[config.mk]
export PLATFORM = sky130hd
export DESIGN_NAME = artimer_cap
export DESIGN_NICKNAME = d
export VERILOG_FILES = /design/src/rtl/artimer_pkg.sv /design/src/rtl/artimer_sel.sv /design/src/rtl/artimer_core.sv /design/src/rtl/artimer_capt.sv /design/src/rtl/artimer_cap.sv
export SDC_FILE = /design/constraint.sdc
export NUM_CORES = 1
export LEC_CHECK = 0
export BUFFER_PORTS_ARGS = -buffer_cell sky130_fd_sc_hd__buf_2
export CAP_MARGIN = 20
export CORE_UTILIZATION = 30
export CTS_CLUSTER_SIZE = 30
export DETAILED_ROUTE_END_ITERATION = 8
export SYNTH_ARGS = -nofsm -noshare
export SYNTH_HDL_FRONTEND = slang
export SYNTH_SLANG_ARGS = --single-unit
[constraint.sdc]
create_clock -name clk -period 4.01 [get_ports clk]
set_input_delay 0.2005 -clock clk [delete_from_list [all_inputs] [get_ports clk]]
set_output_delay 0.2005 -clock clk [all_outputs]
set_load 0.01 [all_outputs]
[src/rtl/artimer_pkg.sv]
package artimer_pkg;
  localparam int ADDR_W = 3;
  localparam int DATA_W = 8;

  localparam logic [ADDR_W-1:0] A_CTRL = 3'd0;
  localparam logic [ADDR_W-1:0] A_CNTH = 3'd1;
  localparam logic [ADDR_W-1:0] A_CNTL = 3'd2;
  localparam logic [ADDR_W-1:0] A_RLDH = 3'd3;
  localparam logic [ADDR_W-1:0] A_RLDL = 3'd4;
  localparam logic [ADDR_W-1:0] A_CAPH = 3'd5;
  localparam logic [ADDR_W-1:0] A_CAPL = 3'd6;

  localparam int B_CAPF  = 6;
  localparam int B_CAPIE = 5;
  localparam int B_CKS   = 3;
  localparam int B_OVF   = 2;
  localparam int B_OVFIE = 1;
  localparam int B_CMPIE = 0;

  typedef enum logic [1:0] {
    CKS_OFF  = 2'b00,
    CKS_BASE = 2'b01,
    CKS_CPU  = 2'b10,
    CKS_FAST = 2'b11
  } cks_e;
endpackage

[src/rtl/artimer_sel.sv]
module artimer_sel
  import artimer_pkg::*;
(
  input  cks_e sel,
  input  logic tick_base,
  input  logic tick_cpu,
  input  logic tick_fast,
  output logic step
);
  always_comb begin
    unique case (sel)
      CKS_BASE: step = tick_base;
      CKS_CPU:  step = tick_cpu;
      CKS_FAST: step = tick_fast;
      default:  step = 1'b0;
    endcase
  end
endmodule

[src/rtl/artimer_core.sv]
module artimer_core #(
  parameter int CNT_W = 12
) (
  input  logic             clk,
  input  logic             rst_n,
  input  logic             step,
  input  logic [CNT_W-1:0] rld,
  output logic [CNT_W-1:0] cnt,
  output logic             wrap
);
  localparam logic [CNT_W-1:0] CNT_MAX = {CNT_W{1'b1}};

  logic [CNT_W-1:0] cnt_d;

  always_comb begin
    wrap  = step && (cnt == CNT_MAX);
    cnt_d = cnt;
    if (wrap)      cnt_d = rld;
    else if (step) cnt_d = cnt + 1'b1;
  end

  always_ff @(posedge clk or negedge rst_n) begin
    if (!rst_n) cnt <= '0;
    else        cnt <= cnt_d;
  end

  p_inc_r2: assert property (@(posedge clk) disable iff (!rst_n)
    (step && cnt != CNT_MAX) |=> cnt == $past(cnt) + 1'b1);
  p_hold_r2: assert property (@(posedge clk) disable iff (!rst_n)
    !step |=> $stable(cnt));
  p_reload_r4: assert property (@(posedge clk) disable iff (!rst_n)
    (step && cnt == CNT_MAX) |=> cnt == $past(rld));
endmodule

[src/rtl/artimer_capt.sv]
module artimer_capt #(
  parameter int CNT_W = 12
) (
  input  logic             clk,
  input  logic             rst_n,
  input  logic             pin,
  input  logic [CNT_W-1:0] cnt,
  output logic [CNT_W-1:0] cap,
  output logic             hit
);
  logic             s1, s2, s3;
  logic [CNT_W-1:0] cap_d;

  always_comb begin
    hit   = s2 && !s3;
    cap_d = hit ? cnt : cap;
  end

  always_ff @(posedge clk or negedge rst_n) begin
    if (!rst_n) begin
      s1  <= 1'b0;
      s2  <= 1'b0;
      s3  <= 1'b0;
      cap <= '0;
    end else begin
      s1  <= pin;
      s2  <= s1;
      s3  <= s2;
      cap <= cap_d;
    end
  end

  p_capture_r9: assert property (@(posedge clk) disable iff (!rst_n)
    hit |=> cap == $past(cnt));
  p_cap_hold_r9: assert property (@(posedge clk) disable iff (!rst_n)
    !hit |=> $stable(cap));
endmodule

[src/rtl/artimer_cap.sv]
module artimer_cap
  import artimer_pkg::*;
#(
  parameter int CNT_W = 12
) (
  input  logic              clk,
  input  logic              rst_n,
  input  logic [ADDR_W-1:0] addr,
  input  logic [DATA_W-1:0] wdata,
  input  logic              wr_en,
  input  logic              rd_en,
  output logic [DATA_W-1:0] rdata,
  input  logic              cap_pin,
  input  logic              tick_base,
  input  logic              tick_cpu,
  input  logic              tick_fast,
  output logic              ovf_irq,
  output logic              cap_irq,
  output logic              cmp_mask
);
  localparam int HI_W = CNT_W - DATA_W;

  logic [1:0]       rst_pipe;
  logic             rst_sn;
  cks_e             cks, cks_d;
  logic             capie, capie_d, ovfie, ovfie_d, cmpie, cmpie_d;
  logic             ovf_f, ovf_d, cap_f, cap_d;
  logic [CNT_W-1:0] rld, rld_d, cnt, cap;
  logic             step, wrap, hit;
  logic             wr_ctrl, rd_ctrl, rd_cap;

  always_ff @(posedge clk or negedge rst_n) begin
    if (!rst_n) rst_pipe <= 2'b00;
    else        rst_pipe <= {rst_pipe[0], 1'b1};
  end
  assign rst_sn = rst_pipe[1];

  artimer_sel u_sel (
    .sel(cks), .tick_base(tick_base), .tick_cpu(tick_cpu),
    .tick_fast(tick_fast), .step(step)
  );

  artimer_core #(.CNT_W(CNT_W)) u_core (
    .clk(clk), .rst_n(rst_sn), .step(step), .rld(rld), .cnt(cnt), .wrap(wrap)
  );

  artimer_capt #(.CNT_W(CNT_W)) u_capt (
    .clk(clk), .rst_n(rst_sn), .pin(cap_pin), .cnt(cnt), .cap(cap), .hit(hit)
  );

  always_comb begin
    wr_ctrl = wr_en && (addr == A_CTRL);
    rd_ctrl = rd_en && (addr == A_CTRL);
    rd_cap  = rd_en && ((addr == A_CAPH) || (addr == A_CAPL));
    cks_d   = cks;
    capie_d = capie;
    ovfie_d = ovfie;
    cmpie_d = cmpie;
    rld_d   = rld;
    if (wr_ctrl) begin
      capie_d = wdata[B_CAPIE];
      cks_d   = cks_e'(wdata[B_CKS+1:B_CKS]);
      ovfie_d = wdata[B_OVFIE];
      cmpie_d = wdata[B_CMPIE];
    end
    if (wr_en && addr == A_RLDH) rld_d[CNT_W-1:DATA_W] = wdata[HI_W-1:0];
    if (wr_en && addr == A_RLDL) rld_d[DATA_W-1:0]     = wdata;
    // hardware set has priority over the clearing read
    ovf_d = wrap || (ovf_f && !rd_ctrl);
    cap_d = hit  || (cap_f && !rd_cap);
  end

  always_ff @(posedge clk or negedge rst_sn) begin
    if (!rst_sn) begin
      cks   <= CKS_OFF;
      capie <= 1'b0;
      ovfie <= 1'b0;
      cmpie <= 1'b0;
      ovf_f <= 1'b0;
      cap_f <= 1'b0;
      rld   <= '0;
    end else begin
      cks   <= cks_d;
      capie <= capie_d;
      ovfie <= ovfie_d;
      cmpie <= cmpie_d;
      ovf_f <= ovf_d;
      cap_f <= cap_d;
      rld   <= rld_d;
    end
  end

  always_comb begin
    rdata = '0;
    unique case (addr)
      A_CTRL: rdata = {1'b0, cap_f, capie, cks, ovf_f, ovfie, cmpie};
      A_CNTH: rdata = DATA_W'(cnt[CNT_W-1:DATA_W]);
      A_CNTL: rdata = cnt[DATA_W-1:0];
      A_RLDH: rdata = DATA_W'(rld[CNT_W-1:DATA_W]);
      A_RLDL: rdata = rld[DATA_W-1:0];
      A_CAPH: rdata = DATA_W'(cap[CNT_W-1:DATA_W]);
      A_CAPL: rdata = cap[DATA_W-1:0];
      default: rdata = '0;
    endcase
  end

  assign ovf_irq  = ovf_f && ovfie;
  assign cap_irq  = cap_f && capie;
  assign cmp_mask = cmpie;

  p_ovf_set_r4: assert property (@(posedge clk) disable iff (!rst_sn)
    wrap |=> ovf_f);
  p_ovf_clr_r5: assert property (@(posedge clk) disable iff (!rst_sn)
    (rd_en && addr == A_CTRL && !wrap) |=> !ovf_f);
  p_flag_ro_r6: assert property (@(posedge clk) disable iff (!rst_sn)
    (wr_en && addr == A_CTRL && !rd_en && !wrap && !hit)
      |=> (ovf_f == $past(ovf_f) && cap_f == $past(cap_f)));
  p_rld_keep_r8: assert property (@(posedge clk) disable iff (!rst_sn)
    !(wr_en && (addr == A_RLDH || addr == A_RLDL)) |=> $stable(rld));
  p_cap_clr_r10: assert property (@(posedge clk) disable iff (!rst_sn)
    (rd_en && (addr == A_CAPH || addr == A_CAPL) && !hit) |=> !cap_f);
  p_cap_set_r9: assert property (@(posedge clk) disable iff (!rst_sn)
    hit |=> cap_f);
endmodule

# [Word-level counts from Yosys, hierarchy flattened]
# Cells that the tools add are included.
[totals] reg_bits=48 out_inout_bits=11 word_cells=48 in_bits=19
[op_classes] n_addsub=1 eq_ne=10 mux=4 n_reduce_logical=19
[op_table] cell="one-hot mux 8 bit (7 select lines)" n=1
[op_table] cell="2-to-1 mux 12 bit" n=2
[op_table] cell="adder 12 x 1 -> 12 bit, second input constant" n=1
[op_table] cell="== test 12 bit, second input constant" n=1
[op_table] cell="logical AND 1 bit" n=11
[op_table] cell="== test 3 bit, second input constant" n=3
[op_table] cell="== test 3 x 2 -> 1 bit, second input constant" n=2
[op_table] cell="== test 2 bit, second input constant" n=2
[op_table] cell="== test 3 x 1 -> 1 bit, second input constant" n=1
[op_table] cell="logical NOT 1 bit" n=3
[op_table] cell="logical NOT 3 bit" n=1
[op_table] cell="logical OR 1 bit" n=3
[op_table] cell="one-hot mux 1 bit (3 select lines)" n=1
[op_table] cell="== test 2 x 1 -> 1 bit, second input constant" n=1
[op_table] cell="nonzero test 2 bit" n=1

# [Logic depth before layout (Yosys ltp)]
# Gate-level depths: netlist of run 1.
[depth] word_depth=6 mapped_depth=5

# [By module]
# A second synthesis of run 1 with hierarchy kept.
[unflattened] hier_cells=214 area_unflattened_um2=2615.0
[modules_own_cells] mod="artimer_cap" cells_per_inst=97 instances=1 area_each_um2=1211.2
[modules_own_cells] mod="artimer_core" cells_per_inst=85 instances=1 area_each_um2=802.0
[modules_own_cells] mod="artimer_capt" cells_per_inst=29 instances=1 area_each_um2=578.1
[modules_own_cells] mod="artimer_sel" cells_per_inst=3 instances=1 area_each_um2=23.8

# [Least setup slack after synthesis of run 1]
# No wires, ideal clock.
[synth_path] path_kind="reg-to-reg" from="register cks[1]" to="register u_core.cnt[6]" arrival_ps=1530 stages_incl_launch_ff=5 synth_period_minus_slack_ps=1655 n_path_buf=0 setup_time_ps=125 slack_ps=2355 cell_sequence="dfrtp_1 -> mux2i_1 -> mux2_4 -> nor4b_1 -> mux2_2"
[synth_via] elab_chain_cells=4 elab_cells_between_ends=7 classes_between="eq/ne (3); mux (2); reduce/logical (2)"
[synth_lines] element="from (decl)" line_no="artimer_cap.sv:25" text="cks_e cks, cks_d;"
[synth_lines] element="from (signal assigned)" line_no="artimer_cap.sv:83" text="cks <= cks_d;"
[synth_lines] element="== test 2 bit or == test 2 x 1 -> 1 bit (tied branches)" line_no="artimer_sel.sv:11" text="unique case (sel)"
[synth_lines] element="one-hot mux 1 bit (3 select lines) *" line_no="artimer_sel.sv:11"
[synth_lines] element="logical AND 1 bit" line_no="artimer_core.sv:16" text="wrap = step && (cnt == CNT_MAX);"
[synth_lines] element="2-to-1 mux 12 bit or nonzero test 2 bit (tied branches)"
[synth_lines] element="to (signal assigned)" line_no="artimer_core.sv:24" text="else cnt <= cnt_d;"
[synth_lines] element="to (decl)" line_no="artimer_core.sv:8" text="output logic [CNT_W-1:0] cnt,"
# Mark *: on every way between the ends. The rest lies on a longest branch, timed or not.
# A chain may end at the register's enable or synchronous reset.

# [Worst setup path after layout of run 1]
# Ends and elaborated chain as after synthesis.

==> impl_metrics.csv, run 1 <==
group,metric,value,unit
setup_path,rr_worst_depth,4,
synthesis,synth_edf_count,0,
global_routing,grt_overflow,0,
min_path,min_path_type,"input port to flop",
min_path,whs_path_depth,2,
route,drt_iter0_drc,116,
clock_tree,worstSkewPairLatency,0.30,ns
sta,period_share,0.4787,
pwr,power_leakage,1.225,nW
clock_tree,cts_sinks,48,
setup_path,critPathKind,"flop to flop",
clock_tree,h-tree-depth,2,
min_path,min-delay-start,"wdata[6]",
layout,n_fill_cell,812,
pwr,irDropWorstVdd,0.1392,mV
synthesis,synth_fp_nets,228,
synthesis,yosys_most_used_dff,"dfrtp_1",
layout,fin_nets,258,
layout,drive_gt1_frac,0.3347,
sta,hold_violations,0,
synthesis,ys_ff_latch,48,
sta,worstMarginPinSlew,0.6550,ns
die,rows,32,
sta,fin_setup_tns,0,ns
place,portBuffers,29,
global_routing,grt_pass1_wl,9273,um
layout,syn2layout_area_growth,15.31,%
sta,rsz0062_at_grt,"false",
global_routing,grt.busiest_layer,"met2",
setup_path,crit_required,4.20,ns
run,max_cap_viol_count,0,
synthesis,yosysSeqAreaShare,0.4982,
setup_path,r2r_end,"u_core.cnt[6]",
place,dpl.hpwl,4241,um
clock_tree,cts_tree,"yes",
die,fp.dieArea,8400,um^2
synthesis,postSynthAreaPerCell,11.59,um^2
sta,setup_viol,0,
setup_path,crit_arrival,2.11,ns
place,numPlacedInstances,330,
synthesis,ys_async_sr_fraction,1.000,
route,drc,0,
global_routing,grt_max_degree,47,
die,die_x,91.65,um
global_routing,grtUsageMet1,0.2109,
sta,maxSlewViolCount,0,
route,vias_per_cell,5.082,
sta,skew,0.007592,ns
setup_path,worstSetupStartpointType,"flop",
layout,antenna_cells,0,
place,gp_congestion,0.8921,
synthesis,synth_cell_types,41,
die,num_io_pins,30,
route,avgRoutedWirePerCell,16.74,um
route,ant_nets,0,
die,die_h,91.65,um
min_path,worst_hold_path.endpoint,"rld[6]",
die,core_area,7767,um^2
outcome,status,"finished clean",
route,firstDrtPassIters,4,
global_routing,grt_util_met2,0.2224,
route,vias,1733,
setup_path,worst-path-max-fanout,10,
synthesis,syn_area,2411,um^2
sta,hold_ws,0.1381,ns
clock_tree,cts_buffers,5,
setup_path,r2r-start,"cks[1]",
synthesis,ys.warnings.count,0,
global_routing,grt_pass1_vias,1740,
die,initial_core_util,0.3104,
clock_tree,post_cts_buffers,0,
route,totalWireLength,5707,um
global_routing,met3_usage,0.02653,
synthesis,synthCells,208,
global_routing,antenna_found_initial,0,
setup_path,crit_start,"cks[1]",
sta,max_freq,521.0,MHz
clock_tree,ctsResizeCount,0,
sta,min_period,1.920,ns
sta,slew_headroom,0.5633,
layout,stdcell_count,341,
global_routing,track_usage,0.1456,
clock_tree,cts_buffer_depth,2,
setup_path,cp-end-kind,"flop",
layout,final_cell_mix,"47 x dfrtp_1, 33 x mux2_2, 29 x buf_2",
clock_tree,cts_hold_buf,2,
pwr,power,0.001228,W
setup_path,reg2reg_setup_slack,2.09,ns
layout,layout_commonest_cell,"dfrtp_1",
clock_tree,clkTransAtPathRegs,0.09,ns
pwr,power.density,441.8,nW/um^2
clock_tree,cts-root-buf,"clkbuf_8",
layout,final_core_util,0.3579,
## power breakdown
| group | total, W | internal, W | switching, W |
|---|---|---|---|
| Sequential | 0.000673 | 0.000567 | 0.000106 |
| Combinational | 0.000254 | 0.000139 | 0.000115 |
| Clock | 0.000301 | 0.000140 | 0.000161 |
## flip-flops by register name, summed over array words and instances (netlist names)
register / count
cap_f: 1
ovfie: 1
u_capt.s3: 1
ovf_f: 1
rld: 12
u_capt.s2: 1
u_core.cnt: 12
capie: 1
cks: 2
rst_pipe: 2
u_capt.s1: 1
cmp_mask: 1
u_capt.cap: 12
## synth_stat cells, types with 2 or more instances
cell type | number | area share
a21oi_1 | 9 | 0.019
inv_1 | 2 | 0.0031
mux2_2 | 33 | 0.15
nor2_1 | 10 | 0.016
nand3_1 | 6 | 0.012
buf_1 | 4 | 0.0062
a221oi_1 | 3 | 0.011
nor2b_1 | 5 | 0.013
nand2_1 | 19 | 0.030
nor3_1 | 4 | 0.0083
clkbuf_1 | 3 | 0.0047
o21ai_0 | 11 | 0.023
a211oi_1 | 4 | 0.012
a31oi_1 | 2 | 0.0052
mux4_2 | 3 | 0.028
and3_1 | 2 | 0.0052
and2_1 | 6 | 0.016
o2bb2ai_1 | 2 | 0.0073
dfrtp_1 | 48 | 0.50
mux2i_1 | 9 | 0.037
a22oi_1 | 3 | 0.0093
## how the worst max path moves through the flow
stage | to | depth (start not counted)
3_5_place_dp | u_core.cnt[6] | 4
2_1_floorplan | u_core.cnt[6] | 4
6_report | u_core.cnt[6] | 4
4_1_cts | u_core.cnt[6] | 4
3_3_place_gp | u_core.cnt[6] | 4
5_1_grt | u_core.cnt[0] | 5
## layer usage
layer | part of all wire | wire, um
met1 | 0.50 | 2830
met4 | 0.012 | 71
met2 | 0.45 | 2548
met5 | 0 | 0
met3 | 0.045 | 256
## per-stage QoR
step	instance area [um^2]	setup WS (ns)
after global placement	2646	2.114
after global routing	2780	1.954
after detailed placement	2646	2.112
after CTS	2760	2.081
after floorplan	2411	2.355
final	2780	2.090
## kinds of logic (layout without fill, tap and decap cells)
logic type                 count (synthesis)  after routing  synth area share
AOI/OAI and AO/OA                         39             39            0.1053
DFF                                       48             48            0.4982
buffers and inverters                     11             42           0.01920
and+or+nand+nor                           61             61            0.1339
other                                      1              1          0.001555
muxes                                     47             47            0.2366
adders and majority gates                  1              1          0.005189
## cell type report
cell class / instances / area [um^2] / share of cell area
Multi-Input combinational cell: 149 / 1164 / 0.4185
Clock inverter: 1 / 7.507 / 0.002700
Sequential cell: 48 / 1202 / 0.4325
Timing Repair Buffer: 32 / 185.2 / 0.06661
Tap cell: 102 / 127.6 / 0.04590
Clock buffer: 7 / 86.33 / 0.03105
Inverter: 2 / 7.507 / 0.002700
## critical path, stage by stage (launching register included)
cell,delay (ns)
dfrtp_1,0.46
mux2i_1,0.21
mux2_4,0.35
nor4b_1,0.41
mux2_2,0.38
Power figures use the tool's default switching activity.
==> run 2: changes to the inputs <==
Clock period 4.01 ns to 1.6 ns, I/O delays scaled along.
==> impl_metrics.csv, run 2 (same netlist as run 1, synthesis figures left out) <==
group,metric,value,unit
sta,slew_headroom,0.6617,
clock_tree,cts_tree,"yes",
pwr,power_frac_seq,0.468,
sta,rsz0062_at_grt,"true",
die,num_io_pins,30,
setup_path,r2r_end,"u_core.cnt[6]",
setup_path,worstSetupStartpointType,"flop",
clock_tree,cts_buffers,5,
sta,fin_setup_tns,-0.1680,ns
clock_tree,worstSkewPairLatency,0.30,ns
sta,hold_violations,1,
die,fp.dieArea,8400,um^2
pwr,power_leakage,1.466,nW
clock_tree,cts_sinks,48,
clock_tree,cts_buffer_depth,2,
global_routing,grtUsageMet1,0.2320,
sta,hold_ws,-0.003562,ns
layout,reg_top3,"rld (12), u_capt.cap (12), u_core.cnt (12)",
global_routing,grt_util_met2,0.2506,
outcome,failed_checks,"hold timing, setup timing",
layout,antenna_cells,0,
sta,worstMarginPinSlew,0.5074,ns
global_routing,antenna_found_initial,0,
sta,max_freq,603.9,MHz
global_routing,grt.busiest_layer,"met2",
global_routing,met3_usage,0.02736,
min_path,min_path_type,"input port to flop",
layout,finalInstanceArea,3223,um^2
setup_path,cp-end-kind,"flop",
layout,n_fill_cell,772,
pwr,power_switching,0.001049,W
global_routing,grt_pass1_vias,1961,
setup_path,critPathKind,"flop to flop",
min_path,min-delay-start,"wdata[7]",
place,gp_congestion,0.9337,
route,vias,1972,
layout,layout_commonest_cell,"dfrtp_1",
setup_path,crit_required,1.79,ns
route,drt_iter0_drc,180,
pwr,p_clk_frac,0.222,
setup_path,worst-path-max-fanout,4,
place,post_dp_cell_area,2920,um^2
global_routing,grt_pass1_wl,10370,um
setup_path,crit_arrival,1.84,ns
die,rows,32,
sta,min_period,1.656,ns
sta,period_share,1.035,
die,initial_core_util,0.3104,
route,ant_nets,0,
run,max_cap_viol_count,0,
min_path,whs_path_depth,2,
die,core_area,7767,um^2
setup_path,r2r-start,"cks[1]",
min_path,worst_hold_path.endpoint,"rld[7]",
layout,syn2layout_area_growth,33.68,%
pwr,power.internal,0.002343,W
place,portBuffers,29,
clock_tree,cts-root-buf,"clkbuf_8",
pwr,pwr-share-comb,0.310,
route,avgRoutedWirePerCell,16.52,um
place,dpl.hpwl,4726,um
global_routing,track_usage,0.1617,
clock_tree,clkTransAtPathRegs,0.09,ns
sta,setup_viol,7,
pwr,swShare,0.3092,
pwr,power.density,1052,nW/um^2
outcome,status,"finished with violations",
global_routing,grt_overflow,0,
sta,maxSlewViolCount,0,
layout,drive_gt1_frac,0.4875,
clock_tree,h-tree-depth,2,
route,drc,0,
route,firstDrtPassIters,4,
setup_path,rr_worst_depth,5,
die,die_x,91.65,um
sta,skew,0.01315,ns
layout,fin_nets,300,
setup_path,reg2reg_setup_slack,-0.06,ns
pwr,irDropWorstVdd,0.3054,mV
sta,fin_ws,-0.05580,ns
route,totalWireLength,6329,um
layout,final_cell_mix,"46 x dfrtp_1, 33 x buf_4, 32 x mux2_2",
global_routing,grt_max_degree,27,
die,die_h,91.65,um
route,vias_per_cell,5.149,
run 2: changes by cell type in the layout (fill, tap and decap cells not counted), moves of 2 or more:
cell      change
buf_6        +11
nor2b_4       +2
o21ai_0       -3
a211oi_1      -2
nor2b_1       -2
buf_4        +33
o21ai_2       +2
buf_2         -2
run 2: layout make-up:
class / instances / area (um^2) / area share
clock buffer: 7 / 86.33 / 0.02679
clock inverter: 1 / 7.507 / 0.002329
inverter: 2 / 7.507 / 0.002329
multi-input combinational: 149 / 1244 / 0.3859
sequential: 48 / 1204 / 0.3734
tap: 102 / 127.6 / 0.03960
timing repair buffer: 74 / 546.8 / 0.1696
run 2: metal layers:
layer | wire, um | part of all wire | vias to the layer above
met5 | 0 | 0 | -
met4 | 59 | 0.0093 | 0
met3 | 249 | 0.039 | 7
met2 | 2922 | 0.46 | 60
met1 | 3097 | 0.49 | 998
li1 | - | - | 907
run 2: power by group through the flow:
stage	registers [W]	clock network (W)	logic, W
after global placement	0.00161	0	0.000896
after detailed placement	0.00162	0	0.000909
after global routing	0.00162	0.000823	0.00114
final	0.00159	0.000751	0.00105
after CTS	0.00159	0.000774	0.00102
after floorplan	0.00160	0	0.000497
run 2: metrics by stage:
stage	worst slack [ns]	utilization	hold WS (ns)	power [W]	instances
after floorplan	-0.008190	-	-0.2156	0.002099	208
after CTS	-0.05940	0.4067	0.001056	0.003383	380
final	-0.05580	0.4149	-0.003562	0.003392	383
after detailed placement	-0.02371	0.3760	-0.1286	0.002525	364
after global placement	0.02548	0.3760	-0.1329	0.002502	364
after global routing	-0.1146	0.4149	-0.006077	0.003583	383
run 2: worst max path at each step:
stage,start,endpoint
after floorplan,cks[1],u_core.cnt[6]
after global placement,cks[1],u_core.cnt[6]
after detailed placement,cks[1],u_core.cnt[6]
after CTS,cks[1],u_core.cnt[6]
after global routing,cks[1],u_core.cnt[6]
final,cks[1],u_core.cnt[6]
run 2: critical path: stages (launching register included):
cell     delay (ns)
dfrtp_1        0.40
buf_6          0.13
mux2i_2        0.14
mux2_4         0.30
nor4b_4        0.27
mux2_4         0.32
run 2: what timing repair did:
item	in CTS	in global routing
hold buffers	2	0
setup endpoints to repair	8	19
setup buffers	6	3
hold endpoints to repair	3	0
pin swaps	7	6
gates resized for setup	20	12
